`src/rtl/ts_cap_pkg.sv`:
```
`timescale 1ns/1ps
package ts_cap_pkg;
  localparam int NSLOT = 4;
  localparam int PW    = $clog2(NSLOT);
  localparam int AW    = $clog2(NSLOT + 1);

  localparam logic [1:0] HALT_STOP = 2'd0;
  localparam logic [1:0] HALT_ZERO = 2'd1;

  typedef struct packed {
    logic             wave_mode;
    logic [1:0]       halt_mode;
    logic             load_en;
    logic [NSLOT-1:0] clr_after;
    logic [NSLOT-1:0] edge_fall;
  } ctrl_t;

  localparam int CTRL_W = $bits(ctrl_t);
endpackage

```
`src/rtl/tsc_sync_edge.sv`:
```
`timescale 1ns/1ps
module tsc_sync_edge #(
  parameter int STAGES = 2
) (
  input  logic clk,
  input  logic rst_n,
  input  logic din,
  output logic rise,
  output logic fall
);
  logic [STAGES:0] sh_q, sh_d;

  always_comb sh_d = {sh_q[STAGES-1:0], din};

  always_ff @(posedge clk or negedge rst_n) begin
    if (!rst_n) sh_q <= '0;
    else        sh_q <= sh_d;
  end

  assign rise =  sh_q[STAGES-1] & ~sh_q[STAGES];
  assign fall = ~sh_q[STAGES-1] &  sh_q[STAGES];
endmodule

```
`src/rtl/tsc_counter.sv`:
```
`timescale 1ns/1ps
module tsc_counter #(
  parameter int CW = 32
) (
  input  logic          clk,
  input  logic          rst_n,
  input  logic          halt,
  input  logic [1:0]    halt_mode,
  input  logic          clr,
  input  logic          wrap_en,
  input  logic [CW-1:0] period,
  output logic [CW-1:0] cnt,
  output logic          wrap
);
  import ts_cap_pkg::*;
  logic [CW-1:0] cnt_q, cnt_d;
  logic          run, at_period;

  always_comb begin
    unique case (halt_mode)
      HALT_STOP: run = !halt;
      HALT_ZERO: run = !halt || (cnt_q != '0);
      default:   run = 1'b1;
    endcase
  end

  assign at_period = wrap_en && (cnt_q == period);
  assign wrap      = at_period && run && !clr;

  always_comb begin
    cnt_d = cnt_q;
    if (clr)            cnt_d = '0;
    else if (run) begin
      if (at_period)    cnt_d = '0;
      else              cnt_d = cnt_q + 1'b1;
    end
  end

  always_ff @(posedge clk or negedge rst_n) begin
    if (!rst_n) cnt_q <= '0;
    else        cnt_q <= cnt_d;
  end

  assign cnt = cnt_q;
endmodule

```
`src/rtl/tsc_event_seq.sv`:
```
`timescale 1ns/1ps
module tsc_event_seq
  import ts_cap_pkg::*;
(
  input  logic             clk,
  input  logic             rst_n,
  input  logic             enable,
  input  logic             rise,
  input  logic             fall,
  input  logic [NSLOT-1:0] edge_fall,
  input  logic [NSLOT-1:0] clr_after,
  output logic [PW-1:0]    ptr,
  output logic             evt,
  output logic             clr_hit
);
  logic [PW-1:0] ptr_q, ptr_d;

  assign evt     = enable && (edge_fall[ptr_q] ? fall : rise);
  assign clr_hit = evt && clr_after[ptr_q];

  always_comb begin
    ptr_d = ptr_q;
    if (evt) ptr_d = ptr_q + 1'b1;
  end

  always_ff @(posedge clk or negedge rst_n) begin
    if (!rst_n) ptr_q <= '0;
    else        ptr_q <= ptr_d;
  end

  assign ptr = ptr_q;
endmodule

```
`src/rtl/ts_capture4.sv`:
```
`timescale 1ns/1ps
module ts_capture4
  import ts_cap_pkg::*;
#(
  parameter int CW          = 32,
  parameter int SYNC_STAGES = 2
) (
  input  logic          clk,
  input  logic          rst_n,
  input  logic          sig_in,
  input  logic          dbg_halt,
  input  logic          wr_en,
  input  logic [AW-1:0] addr,
  input  logic [CW-1:0] wdata,
  output logic [CW-1:0] rdata,
  output logic [CW-1:0] cnt_o,
  output logic [PW-1:0] ptr_o
);
  ctrl_t                     ctrl_q, ctrl_d;
  logic                      rise, fall, evt, clr_hit, shadow_xfer;
  logic [NSLOT-1:0][CW-1:0]  slot_v;

  // control word
  always_comb begin
    ctrl_d = ctrl_q;
    if (wr_en && addr == AW'(NSLOT)) ctrl_d = ctrl_t'(wdata[CTRL_W-1:0]);
  end

  always_ff @(posedge clk or negedge rst_n) begin
    if (!rst_n) ctrl_q <= '0;
    else        ctrl_q <= ctrl_d;
  end

  tsc_sync_edge #(.STAGES(SYNC_STAGES)) u_sync (
    .clk(clk), .rst_n(rst_n), .din(sig_in), .rise(rise), .fall(fall)
  );

  tsc_event_seq u_seq (
    .clk(clk), .rst_n(rst_n), .enable(!ctrl_q.wave_mode),
    .rise(rise), .fall(fall),
    .edge_fall(ctrl_q.edge_fall), .clr_after(ctrl_q.clr_after),
    .ptr(ptr_o), .evt(evt), .clr_hit(clr_hit)
  );

  tsc_counter #(.CW(CW)) u_cnt (
    .clk(clk), .rst_n(rst_n), .halt(dbg_halt), .halt_mode(ctrl_q.halt_mode),
    .clr(clr_hit), .wrap_en(ctrl_q.wave_mode), .period(slot_v[0]),
    .cnt(cnt_o), .wrap(shadow_xfer)
  );

  // capture slots: capture > shadow transfer > software write
  for (genvar i = 0; i < NSLOT; i++) begin : g_slot
    logic [CW-1:0] q, d;
    always_comb begin
      d = q;
      if (wr_en && addr == AW'(i)) d = wdata;
      if (i == 1 && shadow_xfer)   d = slot_v[NSLOT-1];
      if (evt && ctrl_q.load_en && ptr_o == PW'(i)) d = cnt_o;
    end
    always_ff @(posedge clk or negedge rst_n) begin
      if (!rst_n) q <= '0;
      else        q <= d;
    end
    assign slot_v[i] = q;
  end

  always_comb begin
    rdata = '0;
    if (addr < AW'(NSLOT))       rdata = slot_v[addr[PW-1:0]];
    else if (addr == AW'(NSLOT)) rdata = CW'(ctrl_q);
  end
endmodule

```
`config.mk`:
```
export PLATFORM = sky130hd
export DESIGN_NAME = ts_capture4
export DESIGN_NICKNAME = d
export VERILOG_FILES = /design/src/rtl/ts_cap_pkg.sv /design/src/rtl/tsc_sync_edge.sv /design/src/rtl/tsc_counter.sv /design/src/rtl/tsc_event_seq.sv /design/src/rtl/ts_capture4.sv
export SDC_FILE = /design/constraint.sdc
export NUM_CORES = 1
export LEC_CHECK = 0
export BUFFER_PORTS_ARGS = -buffer_cell sky130_fd_sc_hd__buf_2
export CAP_MARGIN = 20
export CORE_MARGIN = 8
export CORE_UTILIZATION = 45
export DETAILED_ROUTE_END_ITERATION = 16
export GPL_TIMING_DRIVEN = 0
export PLACE_DENSITY = 0.73
export SLEW_MARGIN = 20
export SYNTH_ARGS = -nofsm -noshare
export SYNTH_HDL_FRONTEND = slang
export SYNTH_HIERARCHICAL = 1
export SYNTH_SLANG_ARGS = --single-unit
```
`constraint.sdc`:
```
create_clock -name clk -period 3.8 [get_ports clk]
set_clock_uncertainty 0.1 [all_clocks]
set_input_delay 0.19 -clock clk [delete_from_list [all_inputs] [get_ports clk]]
set_output_delay 0.19 -clock clk [all_outputs]
set_load 0.02 [all_outputs]
```
# --- Word-level counts from Yosys, hierarchy flattened ---
# Cells that the tools add are included.
op_classes:
  addsub: 2
  order_cmp: 3
  eq_ne: 9
  n_mux: 22
  n_bitwise: 4
  reduce_logical: 28
op_table:
  columns: ["op", "n"]
  rows:
  - ["32-bit two-way mux", 14]
  - ["32-bit binary-select mux with 2-bit select", 1]
  - ["32-bit by 1-bit adder with 32-bit output (second input constant)", 1]
  - ["32-bit equality test", 1]
  - ["32-bit nonzero test", 1]
  - ["1-bit logical AND", 15]
  - ["12-bit two-way mux", 1]
  - ["2-bit nonzero test", 4]
  - ["3-bit by 2-bit equality test with 1-bit output (second input constant)", 2]
  - ["2-bit by 3-bit < comparator with 1-bit output (second input constant)", 2]
  - ["1-bit binary-select mux with 2-bit select", 2]
  - ["2-bit by 1-bit equality test with 1-bit output (second input constant)", 2]
  - ["2-bit equality test (second input constant)", 2]
  - ["2-bit zero test", 2]
  - ["3-bit by 1-bit equality test with 1-bit output (second input constant)", 1]
  - ["3-bit equality test (second input constant)", 1]
  - ["1-bit zero test", 3]
  - ["3-bit zero test", 1]
  - ["3-bit < comparator (second input constant)", 1]
  - ["1-bit two-way mux", 3]
  - ["3-bit nonzero test", 1]
  - ["2-bit by 1-bit adder with 2-bit output (second input constant)", 1]
  - ["1-bit AND", 2]
  - ["1-bit inverter", 2]
  - ["other kinds (2)", 2]
word_totals:
  ff_bits: 177
  inputBits: 40
  output_inout_bits: 66
  elab_cells: 80

# --- Longest topological paths before layout ---
# Gate-level depths: netlist (run 1).
depth:
  ltp_word: 9
  mapped_depth: 13

# --- Cells and area by module ---
# Netlist (run 1), hierarchy kept.
modules_own_cells:
  columns: ["mod", "instances", "cells_each", "area_each_um2"]
  rows:
  - ["ts_capture4", 1, 738, 7971.4]
  - ["tsc_counter", 1, 283, 2376.0]
  - ["tsc_event_seq", 1, 12, 148.9]
  - ["tsc_sync_edge", 1, 5, 90.1]

# --- Worst setup path after synthesis (run 1) ---
# OpenSTA, ideal clock, no wires.
synth_timing:
  path_type: "register -> register"
  start: "register u_cnt.cnt_q[18] (netlist: u_cnt/cnt[18])"
  end: "register g_slot[1].q[10]"
  arrival_time_ns: 3.018
  required_ns: 3.579
  slack_ns: 0.561
  stages_incl_launch_ff: 14
  synth_period_minus_slack_ns: 3.239
  cell_sequence: "dfrtp_1 buf_2 xor2_1 nor4_1 nand4_1 or4_1 buf_2 nor3_1 buf_2 buf_2 buf_2 mux2i_1 o21ai_0 a22o_1"
synth_via:
  elab_chain_cells: 7
synth_lines:
  columns: ["element", "line", "rtl"]
  rows:
  - ["from (decl)", "tsc_counter.sv:16", "logic [CW-1:0] cnt_q, cnt_d;"]
  - ["from (signal assigned)", "tsc_counter.sv:41", "else cnt_q <= cnt_d;"]
  - ["32-bit nonzero test", "tsc_counter.sv:22", "HALT_ZERO: run = !halt || (cnt_q != '0);"]
  - ["1-bit logical OR", "tsc_counter.sv:22", null]
  - ["1-bit case mux with 2 select lines", "tsc_counter.sv:20", "unique case (halt_mode)"]
  - ["1-bit logical AND (*) (2 in series)", "tsc_counter.sv:28", "assign wrap = at_period && run && !clr;"]
  - ["net shadow_xfer", "ts_capture4.sv:20", "logic rise, fall, evt, clr_hit, shadow_xfer;"]
  - ["32-bit two-way mux", "ts_capture4.sv:57", "if (i == 1 && shadow_xfer) d = slot_v[NSLOT-1];"]
  - ["32-bit two-way mux", "ts_capture4.sv:58", "if (evt && ctrl_q.load_en && ptr_o == PW'(i)) d = cnt_o;"]
  - ["to (signal assigned)", "ts_capture4.sv:61", "if (!rst_n) q <= '0;"]
  - ["to (signal assigned)", "ts_capture4.sv:62", "else q <= d;"]
  - ["to (decl)", "ts_capture4.sv:53", "logic [CW-1:0] q, d;"]
# Mark *: on every way through the listed nets, which the timed path passes. The rest lies on a longest branch.
# A chain may end at the register's enable or synchronous reset.

# --- Worst setup path in the final report (run 1) ---
layout_timing:
  start: "register u_seq.ptr_q[0] (netlist: u_seq/ptr[0])"
  end: "register g_slot[1].q[4]"
layout_via:
  elab_chain_cells: 9
layout_lines:
  columns: ["element", "line", "rtl"]
  rows:
  - ["from (decl)", "tsc_event_seq.sv:16", "logic [PW-1:0] ptr_q, ptr_d;"]
  - ["from (signal assigned)", "tsc_event_seq.sv:28", "else ptr_q <= ptr_d;"]
  - ["1-bit binary-select mux with 2-bit select (*)", "tsc_event_seq.sv:18", "assign evt = enable && (edge_fall[ptr_q] ? fall : rise);"]
  - ["1-bit two-way mux (implied by the code) (*)", "tsc_event_seq.sv:18", null]
  - ["1-bit two-way mux (*)", "tsc_event_seq.sv:18", null]
  - ["1-bit logical AND (*)", "tsc_event_seq.sv:18", null]
  - ["net evt", "ts_capture4.sv:20", null]
  - ["1-bit logical AND", "tsc_event_seq.sv:19", "assign clr_hit = evt && clr_after[ptr_q];"]
  - ["1-bit zero test", "tsc_counter.sv:28", null]
  - ["1-bit logical AND", "tsc_counter.sv:28", null]
  - ["32-bit two-way mux", "ts_capture4.sv:57", null]
  - ["32-bit two-way mux", "ts_capture4.sv:58", null]
# Mark *: on every way through the listed nets, which the timed path passes. The rest lies on a longest branch. The select of a mux whose other input is x is not followed.

==> results.toml, run 1 <==
[run_status]
status = "finished clean"

[power_and_ir_drop]
ir_drop_mv = 0.354
p_leak_uw = 0.00536
p_per_area_nw_per_um2 = 712
p_total_uw = 8910

[route]
wl_met2_um = 16000
num_vias = 9156
routed.top_layer = "met4"
drt_iter0_drc = 1264
drc = 0
drtAntennaViolNets = 0
wl_um = 35100
dr.pass1.iters = 6
viasPerCell = 6.02
wl_met1_um = 14500
post_drt_wl_per_cell_um = 23.1
met3WireLength_um = 3470

[die]
die_area_um2 = 28700
die_h_um = 169
initial_utilization = 0.455
core_um2 = 23300
rows = 56
die-width_um = 169
ios = 106

[place]
port_buffers = 102
gp_congestion = 0.908
dpl_cell_area_um2 = 11600
place_ws_ps = -170
dp_hpwl_um = 24600
place_inst = 1461

[timing]
finalHoldViolCount = 0
fin_setup_tns_ps = 0
finalSetupViolCount = 0
slew_headroom = 0.264
report.final.slew_viol_count = 0
fin_crit_ps = 3710
max_freq_mhz = 270
fin_ws_ps = 90.6
rsz0062_at_grt = "false"
period_share = 0.976
tightest_slew_ps = 1100

[global_routing]
grt_max_degree = 78
grt_pass1_wl_um = 54200
antenna_found_initial = 0
grt_pass1_vias = 9237
grt.total_usage = 0.245
grt_overflow = 0

[worst_setup_path]
crit_family = "simple AND/OR/NAND/NOR gates"
path_max_fanout = 10
cp_data_arrival_time_ps = 3990
path_buf_inv = 2
r2r-start = "u_seq/ptr[0]"
slowest_delay_ps = 830
required_ps = 4080
regToRegSetupSlack_ps = 90
path_cells = "mux4_2, mux2i_1, nand2b_2, inv_1, nand3_1, nor2_1, clkbuf_1, a22o_1"
start_kind = "flop"
r2r_cells = 8
crit_path_top_delay_cell = "nor2_1"
crit_type = "flop to flop"
worstReg2RegEnd = "g_slot[1].q[4]"
critPathCaptureType = "flop"

[finish]
multiInputGateArea_um2 = 5610
drive_above_1_share = 0.191
fin_nets = 1232
fillers = 2057
diodes = 0
final_area_um2 = 12500
seq_area_um2 = 4430
stdcell_count = 1522
final_common_cell = "dfrtp_1"
final_cell_mix = "dfrtp_1 (173), mux2i_1 (129), buf_2 (114)"
area_growth_pct = 18.3

[clocking]
cts_tree = "yes"
clk_path_buf_depth = 2
root_buffer = "clkbuf_16"
htree_levels = 4
clk_pin_slew_ps = 70
insertion_delay_ps = 450
cts_sinks = 177
numCtsBuffers = 17

[run]
cap_violations = 0

[logic_synthesis]
syn_area_um2 = 10600
synthFlopType = "dfrtp_1"
synth_edf_count = 0
yosysUniqueCellTypes = 54
yosysTopAreaCell = "dfrtp_1"
yosys_warnings = 6
syn_inst = 1038
yosys-top-cells-area = "dfrtp_1 (42%), mux2i_1 (12%), mux4_2 (7.2%), a21oi_1 (3.6%), nor2_1 (3.5%)"
syn-num-nets = 1080
ys_seq_area_frac = 0.418
avgSynthCellArea_um2 = 10.2
ys_ff_latch = 177
synth_top_area_frac = 0.418
synthArstFlopShare = 1.00

[min_path]
holdCritPathClass = "primary input to flop"
hold_path_startpoint = "wdata[13]"
min_delay_worst_endpoint = "g_slot[0].q[13]"
holdPathStages = 3
kinds of logic after synthesis:
group	after synthesis	share of synthesized area
DFF	177	0.418
adders and majority gates	2	0.00236
muxes	174	0.206
AOI/OAI and AO/OA	250	0.148
buffers and inverters	109	0.0529
xor gates and xnor gates	54	0.0447
and+or+nand+nor	272	0.127
synthesized netlist by cell type, types with 2 or more instances:
library cell,n
dfrtp_1,177
mux2i_1,129
nor2_1,99
a21oi_1,76
nand2_1,61
o21ai_1,48
o21ai_0,41
clkbuf_1,40
mux4_2,34
a22o_1,32
o31a_1,32
xor2_1,28
inv_1,27
xnor2_1,26
nor2b_1,24
buf_2,18
nor4_1,18
nand3_1,14
buf_6,13
nand4_1,11
mux2_1,9
nor3_1,9
buf_4,8
a2111oi_0,6
or3_1,6
nand4b_1,5
a211oi_1,4
nand2b_1,4
nand3b_1,3
or4_1,3
a31oi_1,2
and2_1,2
and3_1,2
buf_1,2
ha_1,2
mux2_2,2
nor4b_1,2
nor4bb_1,2
o311ai_0,2
power by group:
group          internal (µW)  switching (µW)  leakage [µW]
registers               2720            1010       0.00208
logic                   1570            1700       0.00298
clock network           1060             852      0.000301
worst max-delay path by stage:
stage                   from         endpoint  slack [ps]  cells past startpoint
2_1_floorplan  u_cnt/cnt[18]  g_slot[1].q[10]         560                     13
3_3_place_gp           rst_n  g_slot[2].q[25]        -530                      1
3_5_place_dp    u_cnt/cnt[8]  g_slot[1].q[30]        -170                     12
4_1_cts        u_cnt/cnt[18]  g_slot[1].q[23]         -90                     13
5_1_grt        u_cnt/cnt[21]  g_slot[1].q[28]          10                     11
6_report        u_seq/ptr[0]   g_slot[1].q[4]          90                      8
routing by layer:
metal,up-vias,global-route usage
met2,490,0.381
met1,4510,0.320
met5,-,0
li1,4080,-
met4,0,0.0966
met3,76,0.0672
final cells by class:
type	instances	share of cell area
multi-input cells	752	0.448
flip-flops and latches	177	0.354
repair buffers	133	0.0692
plain buffers	82	0.0392
clock buffers	17	0.0340
well taps	319	0.0319
clock inverters	15	0.0157
inverters	27	0.00810
tightest hold or removal path: cells and delay by family:
| kind | cells | cell delay, ps |
|---|---|---|
| mux | 1 | 70 |
| buf+inv | 1 | 120 |
| compound gates | 1 | 120 |
what timing repair did:
action | in CTS | in global routing
endpoints found under the setup margin | 32 | 32
gates resized for setup | 2 | 23
buffers inserted | 0 | 0
hold endpoints to repair | 210 | 0
hold buffers | 29 | 0
flip-flops by register name, indices dropped and copies added (netlist names):
signal,flops
ctrl_q,12
u_sync/sh_q,3
u_seq/ptr,2
u_cnt/cnt,32
g_slot.q,128
stage by stage:
step,hold WS [ps],utilization
2_1_floorplan,-206,-
3_3_place_gp,200,0.494
3_5_place_dp,-28.8,0.497
4_1_cts,0.0232,0.536
5_1_grt,3.95,0.538
6_report,1.57,0.538
Power figures use the tool's default switching activity.
==> run 2: changes to the inputs <==
- ABC_AREA: default -> 1
- PLACE_DENSITY: 0.73 -> 0.72
==> run 2 against run 1 <==
Compared with the run above: total power is 5.2% lower; sequential power shrank 11%; first-iteration DRC count increased by 29%; critical endpoint is now g_slot[1].q[25]; die area grew 19%; critical path type unchanged; combinational power is essentially flat; synthesized cell count is 110% higher; fmax up 4.4%; sequential share of layout area down 5.0 points; non-clock buffer count grew 39; register-to-register slack better by 160 ps; clock-buffer cell count grew 1; largest cell class unchanged.
==> results.toml, run 2 <==
[logic_synthesis]
yosys_warnings = 6
yosys.area_share.simple = 0.517
synthArstFlopShare = 1.00
synth_edf_count = 0
synth_top_family_by_area = "simple AND/OR/NAND/NOR gates"
syn_area_um2 = 12800
synth_compound_area_frac = 0.0123
ys_seq_area_frac = 0.347
yosysUniqueCellTypes = 32
synthMuxAreaShare = 0
ys_ff_latch = 177
syn_inst = 2131
yosysMostFrequentCell = "nand2_1"
synthFlopType = "dfrtp_1"
avgSynthCellArea_um2 = 5.99
yosys-top-cells-area = "dfrtp_1 (35%), nand2_1 (30%), nand3_1 (12%), nor2_1 (4.8%), inv_1 (4.6%)"
synth_top_area_frac = 0.347
synth_common_cells = "nand2_1 (1028), nand3_1 (295), dfrtp_1 (177)"
syn-num-nets = 2173
post_synth_fa_ha_maj_area_fraction = 0.00196
yosysTopAreaCell = "dfrtp_1"
synth_xor_area_frac = 0.0192

[route]
routed.top_layer = "met4"
post_drt_wl_per_cell_um = 19.7
wl_met1_um = 20800
drc = 0
wl_met2_um = 23800
drt_iter0_drc = 1633
dr.pass1.iters = 6
wl_um = 52500
drtAntennaViolNets = 0
viasPerCell = 5.52
met3WireLength_um = 5450
num_vias = 14700

[clocking]
htree_levels = 4
clk_path_buf_depth = 2
cts_setup_buffers = 0
root_buffer = "clkbuf_16"
numCtsBuffers = 17
clk_pin_slew_ps = 70
cts_tree = "yes"
insertion_delay_ps = 470
cts_sinks = 177

[place]
gp_congestion = 1.05
dp_hpwl_um = 39500
place_inst = 2613
port_buffers = 103

[worst_setup_path]
start_kind = "flop"
endpoint = "g_slot[1].q[25]"
crit_start = "u_cnt/cnt[17]"
r2r_cells = 15
path_max_fanout = 10
cp_data_arrival_time_ps = 3850
critPathCaptureType = "flop"
required_ps = 4090
regToRegSetupSlack_ps = 250
worstReg2RegEnd = "g_slot[1].q[25]"
crit_type = "flop to flop"
r2r-start = "u_cnt/cnt[17]"

[timing]
rsz0062_at_grt = "false"
fin_setup_tns_ps = 0
fin_crit_ps = 3550
slew_headroom = 0.518
finalHoldViolCount = 0
tightest_slew_ps = 723
hold_slack_ps = 12.6
period_share = 0.935
max_freq_mhz = 281
finalSetupViolCount = 0
report.final.slew_viol_count = 0

[global_routing]
grt_overflow = 0
grt_pass1_vias = 14100
antenna_found_initial = 0
grt.total_usage = 0.310
grt_max_degree = 93
grt_pass1_wl_um = 80200

[finish]
fin_nets = 2315
regMostFlops = "g_slot.q"
largest_register_ffs = 128
area_growth_pct = 14.1
final_common_cell = "nand2_1"
fillers = 2919
stdcell_count = 2664
diodes = 0
final_cell_mix = "nand2_1 (1028), nand3_1 (295), dfrtp_1 (177)"
drive_above_1_share = 0.110

[run]
cap_violations = 0

[power_and_ir_drop]
p_per_area_nw_per_um2 = 580
p_leak_uw = 0.00820
ir_drop_mv = 0.374

[die]
die_h_um = 184
die-width_um = 184
core_um2 = 27900
die_area_um2 = 34000
ios = 106
initial_utilization = 0.458
rows = 61

[run_status]
status = "finished clean"

[min_path]
holdCritPathClass = "primary input to flop"
-- run 2: area by class of cell --
type                    count  area [µm²]  area share
plain buffers             131         642      0.0441
clock buffers              18         429      0.0295
clock inverters            14         155      0.0107
inverters                 176         662      0.0454
multi-input cells        1647        7030       0.483
flip-flops and latches    177        4430       0.304
well taps                 378         473      0.0325
repair buffers            123         743      0.0510
-- run 2: timing repair --
action	4_1_cts	5_1_grt
gates resized for setup	0	0
endpoints found under the hold margin	124	0
hold buffers	19	0
-- run 2: cells by family (layout without fill, tap and decap cells) --
kind of cell,count (synthesis),count (layout)
adders and majority gates,2,2
AOI/OAI and AO/OA,30,30
buffers and inverters,307,462
xor gates and xnor gates,28,28
DFF,177,177
and+or+nand+nor,1587,1587
-- run 2: routing by layer --
layer / track usage / up-vias
li1: - / 6927
met1: 0.389 / 6814
met2: 0.491 / 805
met3: 0.0811 / 160
met4: 0.148 / 0
met5: 0 / -
-- run 2: worst min path at each step --
stage,start,to,cells after the start
6_report,wdata[25],g_slot[3].q[25],5
5_1_grt,wdata[4],ctrl_q[4],3
4_1_cts,wdata[24],g_slot[2].q[24],5
2_1_floorplan,rst_n,ctrl_q[0],0
3_5_place_dp,rst_n,u_sync/sh_q[0],1
3_3_place_gp,sig_in,u_sync/sh_q[0],1
-- run 2: report_power, final --
| group | switching, µW | internal (µW) |
|---|---|---|
| clock network | 854 | 980 |
| logic | 2160 | 1140 |
| registers | 755 | 2560 |
-- run 2: through the flow --
step,worst slack (ps),util,area [µm²],power [µW]
after global routing,17.2,0.523,14600,8990
final,247,0.523,14600,8450
after CTS,340,0.523,14600,8380
after floorplan,1340,-,12800,5350
after detailed placement,352,0.495,13800,6520
after global placement,-672,0.494,13800,6450
-- run 2: worst max-delay path, cell delays in order, from the launching register on --
cell      delay [ps]
dfrtp_1          500
buf_2            250
nor2_1           110
nand2_1           60
nor2_1           230
nand2_1          100
o21ai_2          150
nand2_1          280
nand3_1          190
nor2_1            70
clkbuf_1         230
inv_1            110
buf_2            250
clkbuf_1         560
nand4_1          160
nand2_1          120
